[src/rtl/hreg_seq_pkg.sv]
`timescale 1ns/100ps
package hreg_seq_pkg;
  localparam int SUB_N = 4;
  localparam int SUB_W = $clog2(SUB_N);

  typedef enum logic [1:0] {ST_IDLE = 2'd0, ST_RUN = 2'd1, ST_DONE = 2'd2} seq_st_t;

  typedef struct packed {
    logic pg;
    logic h1_deep;
    logic strobe;
  } lvl_t;

  localparam lvl_t REST_LVL = '{pg: 1'b1, h1_deep: 1'b1, strobe: 1'b0};

  // Reset first, isolate, dump charge, then settle with the strobe.
  function automatic lvl_t sub_levels(input logic [SUB_W-1:0] s);
    lvl_t l;
    l.pg      = (s == SUB_W'(0));
    l.h1_deep = (s < SUB_W'(2));
    l.strobe  = (s == SUB_W'(SUB_N - 1));
    return l;
  endfunction
endpackage

[src/rtl/hreg_sub_ctr.sv]
`timescale 1ns/100ps
module hreg_sub_ctr
  import hreg_seq_pkg::*;
(
  input  logic             clk,
  input  logic             rst_n,
  input  logic             clr,
  output logic [SUB_W-1:0] sub,
  output logic             wrap
);
  always_ff @(posedge clk or negedge rst_n) begin
    if (!rst_n)   sub <= '0;
    else if (clr) sub <= '0;
    else          sub <= sub + SUB_W'(1);
  end
  assign wrap = (sub == SUB_W'(SUB_N - 1));
endmodule

[src/rtl/hreg_pix_ctr.sv]
`timescale 1ns/100ps
module hreg_pix_ctr #(
  parameter int NPIX = 8,
  localparam int PIX_W = $clog2(NPIX + 1)
) (
  input  logic clk,
  input  logic rst_n,
  input  logic clr,
  input  logic adv,
  output logic last
);
  logic [PIX_W-1:0] pix;
  always_ff @(posedge clk or negedge rst_n) begin
    if (!rst_n)   pix <= '0;
    else if (clr) pix <= '0;
    else if (adv) pix <= pix + PIX_W'(1);
  end
  assign last = (pix == PIX_W'(NPIX - 1));
endmodule

[src/rtl/hreg_level_dec.sv]
`timescale 1ns/100ps
module hreg_level_dec
  import hreg_seq_pkg::*;
(
  input  logic             active,
  input  logic [SUB_W-1:0] sub,
  output logic             pg,
  output logic             ph1_deep,
  output logic             ph2_deep,
  output logic             stb
);
  lvl_t lv;
  always_comb begin
    lv = active ? sub_levels(sub) : REST_LVL;
    pg       = lv.pg;
    ph1_deep = lv.h1_deep;
    ph2_deep = ~lv.h1_deep;
    stb      = lv.strobe;
  end
endmodule

[src/rtl/hreg_clk_seq.sv]
`timescale 1ns/100ps
module hreg_clk_seq
  import hreg_seq_pkg::*;
#(
  parameter int NPIX = 8
) (
  input  logic clk,
  input  logic rst_n,
  input  logic enable,
  input  logic line_act,
  output logic pg,
  output logic ph1_deep,
  output logic ph2_deep,
  output logic sample_stb,
  output logic eol
);
  seq_st_t          st;
  logic             go, running, sub_wrap, pix_last, line_end;
  logic [SUB_W-1:0] sub;

  assign go       = enable & line_act;
  assign running  = (st == ST_RUN);
  assign line_end = running & go & sub_wrap & pix_last;

  always_ff @(posedge clk or negedge rst_n) begin
    if (!rst_n) begin
      st  <= ST_IDLE;
      eol <= 1'b0;
    end else begin
      eol <= line_end;
      unique case (st)
        ST_IDLE: if (go) st <= ST_RUN;
        ST_RUN: begin
          if (!go)          st <= ST_IDLE;
          else if (line_end) st <= ST_DONE;
        end
        ST_DONE: if (!line_act) st <= ST_IDLE;
        default: st <= ST_IDLE;
      endcase
    end
  end

  hreg_sub_ctr u_sub (
    .clk(clk), .rst_n(rst_n), .clr(!running), .sub(sub), .wrap(sub_wrap)
  );

  hreg_pix_ctr #(.NPIX(NPIX)) u_pix (
    .clk(clk), .rst_n(rst_n), .clr(!running), .adv(running & sub_wrap), .last(pix_last)
  );

  hreg_level_dec u_dec (
    .active(running), .sub(sub), .pg(pg), .ph1_deep(ph1_deep),
    .ph2_deep(ph2_deep), .stb(sample_stb)
  );
endmodule

[config.mk]
export PLATFORM = sky130hd
export DESIGN_NAME = hreg_clk_seq
export DESIGN_NICKNAME = d
export VERILOG_FILES = /design/src/rtl/hreg_seq_pkg.sv /design/src/rtl/hreg_sub_ctr.sv /design/src/rtl/hreg_pix_ctr.sv /design/src/rtl/hreg_level_dec.sv /design/src/rtl/hreg_clk_seq.sv
export SDC_FILE = /design/constraint.sdc
export NUM_CORES = 1
export LEC_CHECK = 0
export BUFFER_PORTS_ARGS = -buffer_cell sky130_fd_sc_hd__clkbuf_2
export CAP_MARGIN = 20
export CELL_PAD_IN_SITES_DETAIL_PLACEMENT = 1
export CELL_PAD_IN_SITES_GLOBAL_PLACEMENT = 1
export CORE_AREA = 2 2 39 41
export DETAILED_ROUTE_END_ITERATION = 16
export DIE_AREA = 0 0 41 43
export PLACE_DENSITY = 0.71
export REMOVE_ABC_BUFFERS = 1
export SYNTH_ARGS = -nofsm -noshare
export SYNTH_HDL_FRONTEND = slang
export SYNTH_SLANG_ARGS = --single-unit
export TNS_END_PERCENT = 100
[constraint.sdc]
create_clock -name clk -period 1.5 [get_ports clk]
set_input_delay 0.075 -clock clk [delete_from_list [all_inputs] [get_ports clk]]
set_output_delay 0.075 -clock clk [all_outputs]
set_load 0.01 [all_outputs]
# Word-level counts from Yosys, hierarchy flattened
# Cells that the tools add are included.
[word_totals]
register_bits = 9
latch_bits = 0
ramBits = 0
mem_bits_ro = 0
inputBits = 4
out_inout_bits = 5
wordCells = 33
n_memories = 0
[classes]
add_sub_neg = 2
n_mul = 0
div = 0
n_lt_le_gt_ge = 1
eq_ne = 8
shifts = 0
mux = 9
n_bitwise = 6
reduce_logical = 3
[ops]
columns = ["cell", "count"]
rows = [
  ["2-bit 2-to-1 mux", 5],
  ["4-bit 2-to-1 mux", 2],
  ["2-bit one-hot mux with 3 select lines", 1],
  ["1-bit AND", 5],
  ["4-bit by 1-bit adder with 4-bit output, second input constant", 1],
  ["2-bit equality test, second input constant", 2],
  ["4-bit by 3-bit equality test with 1-bit output, second input constant", 1],
  ["2-bit logical NOT", 2],
  ["2-bit != test, second input constant", 2],
  ["3-bit 2-to-1 mux", 1],
  ["3-bit by 2-bit != test with 1-bit output, second input constant", 1],
  ["3-bit AND reduction", 1],
  ["2-bit by 1-bit adder with 2-bit output, second input constant", 1],
  ["2-bit by 1-bit equality test with 1-bit output, second input constant", 1],
  ["2-bit less-than comparator, second input constant", 1],
  ["2-bit by 1-bit != test with 1-bit output, second input constant", 1],
  ["1-bit NOT", 1],
]

# Longest topological paths before layout
[depth]
ltp_word = 7
depth_mapped = 4
mapped_depth_nobuf = 3

# Modules after synthesis
# Synthesis repeated with hierarchy kept, for this count alone.
[hier_totals]
hier_cells = 39
hier_area_um2 = 436.7
[by_module_without_submodules]
columns = ["module", "instances", "cells_per_inst", "area_per_inst_um2", "seq_area_each_um2"]
rows = [
  ["hreg_pix_ctr", 1, 18, 200.2, 100.1],
  ["hreg_clk_seq", 1, 12, 141.4, 75.1],
  ["hreg_sub_ctr", 1, 5, 72.6, 50.0],
  ["hreg_level_dec", 1, 4, 22.5, 0.0],
]

# Worst setup path before layout
# OpenSTA, ideal clock, no wires.
[synth_path]
kind = "register to register"
start = "reg u_sub.sub[0]"
end = "reg st[0]"
setup_time_ns = 0.094
t_arrival_ns = 1.088
required_time_ns = 1.406
path_slack_ns = 0.318
path_stages_with_launch = 5
path_buffers = 1
path_cell_list = "dfrtp_1 > ha_1 > buf_2 > and4b_1 > a211oi_1"
[synth_between]
elab_chain_cells = 5
[synth_rtl]
columns = ["item", "line_no", "rtl"]
rows = [
  ["from (decl)", "hreg_sub_ctr.sv:8", "output logic [SUB_W-1:0] sub,"],
  ["from (signal assigned)", "hreg_sub_ctr.sv:14", "else sub <= sub + SUB_W'(1);"],
  ["2-bit equality test", "hreg_sub_ctr.sv:16", "assign wrap = (sub == SUB_W'(SUB_N - 1));"],
  ["1-bit AND (2 in a row)", "hreg_clk_seq.sv:23", "assign line_end = running & go & sub_wrap & pix_last;"],
  ["3-bit by 2-bit != test with 1-bit output (no source line)", "n/a", ""],
  ["3-bit AND reduction (no source line)", "n/a", ""],
  ["to (signal assigned)", "hreg_clk_seq.sv:27", "st <= ST_IDLE;"],
  ["to (signal assigned)", "hreg_clk_seq.sv:32", "ST_IDLE: if (go) st <= ST_RUN;"],
  ["to (signal assigned)", "hreg_clk_seq.sv:34", "if (!go) st <= ST_IDLE;"],
  ["to (decl)", "hreg_clk_seq.sv:17", "seq_st_t st;"],
]
# Every way passes these cells.
# A chain may end at the register's enable or synchronous reset.

# Worst setup path after layout
[layout_path]
start = "reg u_sub.sub[1]"
end = "out sample_stb"
[layout_between]
elab_chain_cells = 2
[layout_rtl]
columns = ["item", "line_no", "rtl"]
rows = [
  ["2-bit equality test", "hreg_seq_pkg.sv:21", "l.strobe = (s == SUB_W'(SUB_N - 1));"],
  ["3-bit 2-to-1 mux", "hreg_level_dec.sv:14", "lv = active ? sub_levels(sub) : REST_LVL;"],
  ["to (decl)", "hreg_clk_seq.sv:14", "output logic sample_stb,"],
]
# Every way passes these cells.

==> results.yml <==
final_layout:
  drive_gt1_share_pct: 20.75
  diodes: 0
  fill_cells: 161
  area_growth_pct: 20.33
  nets: 61
setup_path:
  critPathCaptureType: "output pin"
  worstPathCellList: "ha_1 -> and2_1 -> clkbuf_2"
  slowest_stage: "dfrtp_1"
  path_max_fanout: 8
  worstRegToRegCells: 3
  slowest_delay_ns: 0.38
  cp-start-kind: "flip-flop"
  reg2reg_to: "st[0]"
  rrSetupSlack_ns: 0.25
  crit_arrival_ns: 1.28
  r2r_start: "u_sub.sub[1]"
  required_ns: 1.42
  critical_path_class: "reg -> out"
sta:
  relSlewSlack_pct: 80.39
  tns_ns: 0
  tightest_slew_ns: 0.2942
  fmax_mhz: 736.5
  fin_skew_ns: 0.002207
  finalMaxSlewViolations: 0
  setup_viol: 0
  rsz0062_at_grt: "no"
  finalHoldViolCount: 0
  period_minus_slack_ns: 1.358
  fin_crit_sh_pct: 90.52
  hold_ws_ns: 0.07552
worst_hold_path:
  hold_path.class: "in -> reg"
  hold_path.startpoint: "line_act"
  holdPathStages: 3
  min_to: "st[1]"
die:
  fp.dieW_um: 41
  std_cell_rows: 14
  fp.dieH_um: 43
  initial_core_util_pct: 32.46
  ios: 9
  die_area_um2: 1763
  core_um2: 1384
yosys:
  synthCells: 41
  synth_cell_types: 21
  ys_async_sr_fraction_pct: 100.0
  synth_seq_area_share_pct: 50.14
  synth.most_common_cell: "dfrtp_1"
  synth_area_per_cell_um2: 10.96
  yosysWarningCount: 0
  synth_top_cell_by_area: "dfrtp_1"
  yosys.area.top_type_share_pct: 50.14
  netlist_area_um2: 449.2
  synth_flop_cell: "dfrtp_1"
  synth_edf_count: 0
  synthTopCellsByArea: "dfrtp_1, ha_1, nand3b_1, mux2i_1, nor2_1"
  yosys-top-cells-count: "dfrtp_1, nor2_1, ha_1, nand3b_1"
  ys_seq_elements: 9
drt:
  drc: 0
  dr.pass1.iters: 2
  wl_um: 875
  drt.antenna.violating_nets: 0
  vias_per_cell: 4.899
  wl_per_cell_um: 12.68
  drtIter0Drc: 3
  num_vias: 338
global_routing:
  met2_usage_pct: 16.25
  grt_overflow: 0
  top_usage_layer: "met2"
  grt_use_met3_pct: 6.283
  grtUsageMet1_pct: 15.61
  grt_first_pass_wirelength_um: 1407
  grt_pass1_vias: 317
  antenna_found_initial: 0
  track_usage_pct: 12.78
  grt_max_degree: 10
cts:
  htreeDepth: 1
  clk_pin_slew_ns: 0.06
  root_buffer: "clkbuf_4"
  cts_tree: "done"
  ctsHoldBuffers: 1
  clock_latency_ns: 0.26
  cts_setup_buffers: 0
  cts_buffer_depth: 2
  ctsResizeCount: 0
  cts_buffers: 3
  clkSinkCount: 9
power:
  p_per_area_nw_per_um2: 868.0
  power.leakage_nw: 0.2597
  peakVddDrop_mv: 0.3934
place:
  dp_hpwl_um: 631.8
  gp_congestion: 0.6787
  port_buffers: 8
run_status:
  status: "complete, no violations"
flow_run:
  maxCapViolations: 0
==> sequential cells by signal, indices dropped and copies added (netlist names) <==
name / count
u_pix.pix: 4
eol: 1
u_sub.sub: 2
st: 2
==> layout by cell type, fill, tap and decap left out <==
cell	n
or3b_1	1
inv_1	2
clkbuf_4	3
a21oi_1	1
nor2b_1	1
clkbuf_1	1
nand4b_1	1
a211oi_1	1
nor2_1	4
o31ai_1	1
nand3b_1	3
and4b_1	1
dlygate4sd3_1	1
nand4_1	1
ha_1	3
a21bo_1	1
clkbuf_2	8
mux2i_1	2
dfrtp_1	9
nand2b_1	2
xnor2_1	1
nand2_1	2
and2_1	2
nor3_1	1
==> worst max-delay path, delay by kind of cell (launching register included) <==
family	cells	cell delay, ns
fa+ha+maj	1	0.34
flops	1	0.38
buf+inv	1	0.12
simple gates	1	0.18
==> where the power goes <==
group	leakage, nW	internal [mW]	switching, mW
Clock	0.0150	0.103	0.0862
Sequential	0.124	0.247	0.00425
Combinational	0.121	0.0122	0.0171
==> cell families after synthesis <==
group,after synthesis,synth area share [%]
compound gates,4,6.686
xor+xnor,1,1.950
fa+ha+maj,3,8.357
simple gates,19,25.63
flops,9,50.14
buf+inv,3,2.785
mux,2,4.457
==> per-stage QoR <==
step	util [%]	setup WS [ns]	power [mW]	instances	cell area, um^2
after global routing	39.06	0.03062	0.4993	69	540.5
final	39.06	0.1422	0.4692	69	540.5
after CTS	39.06	0.1185	0.4808	69	540.5
after detailed placement	36.44	0.2490	0.2837	64	504.2
after global placement	36.44	0.2882	0.2828	64	504.2
after floorplan	-	0.3493	0.2685	40	444.2
==> how the worst max path moves through the flow <==
stage | start | to | slack, ns | depth (start not counted)
finish | u_sub.sub[1] | sample_stb | 0.14 | 3
global route | st[1] | ph2_deep | 0.03 | 3
CTS | u_sub.sub[1] | sample_stb | 0.12 | 3
detailed placement | u_sub.sub[1] | st[1] | 0.25 | 3
global placement | u_sub.sub[1] | st[1] | 0.29 | 3
floorplan | u_sub.sub[0] | st[0] | 0.35 | 3
==> layer usage <==
layer	up-vias	wire (um)
li1	167	-
met1	157	442
met2	10	355
met3	4	44
met4	0	34
met5	-	0
==> layout make-up <==
| class | count | area (um^2) | area share (%) |
|---|---|---|---|
| clock buffers | 4 | 26.28 | 4.861 |
| inverters | 2 | 7.507 | 1.389 |
| multi-input cells | 29 | 211.5 | 39.12 |
| flip-flops and latches | 9 | 225.2 | 41.67 |
| well taps | 16 | 20.02 | 3.704 |
| repair buffers | 9 | 50.05 | 9.259 |
Power figures use the tool's default switching activity.
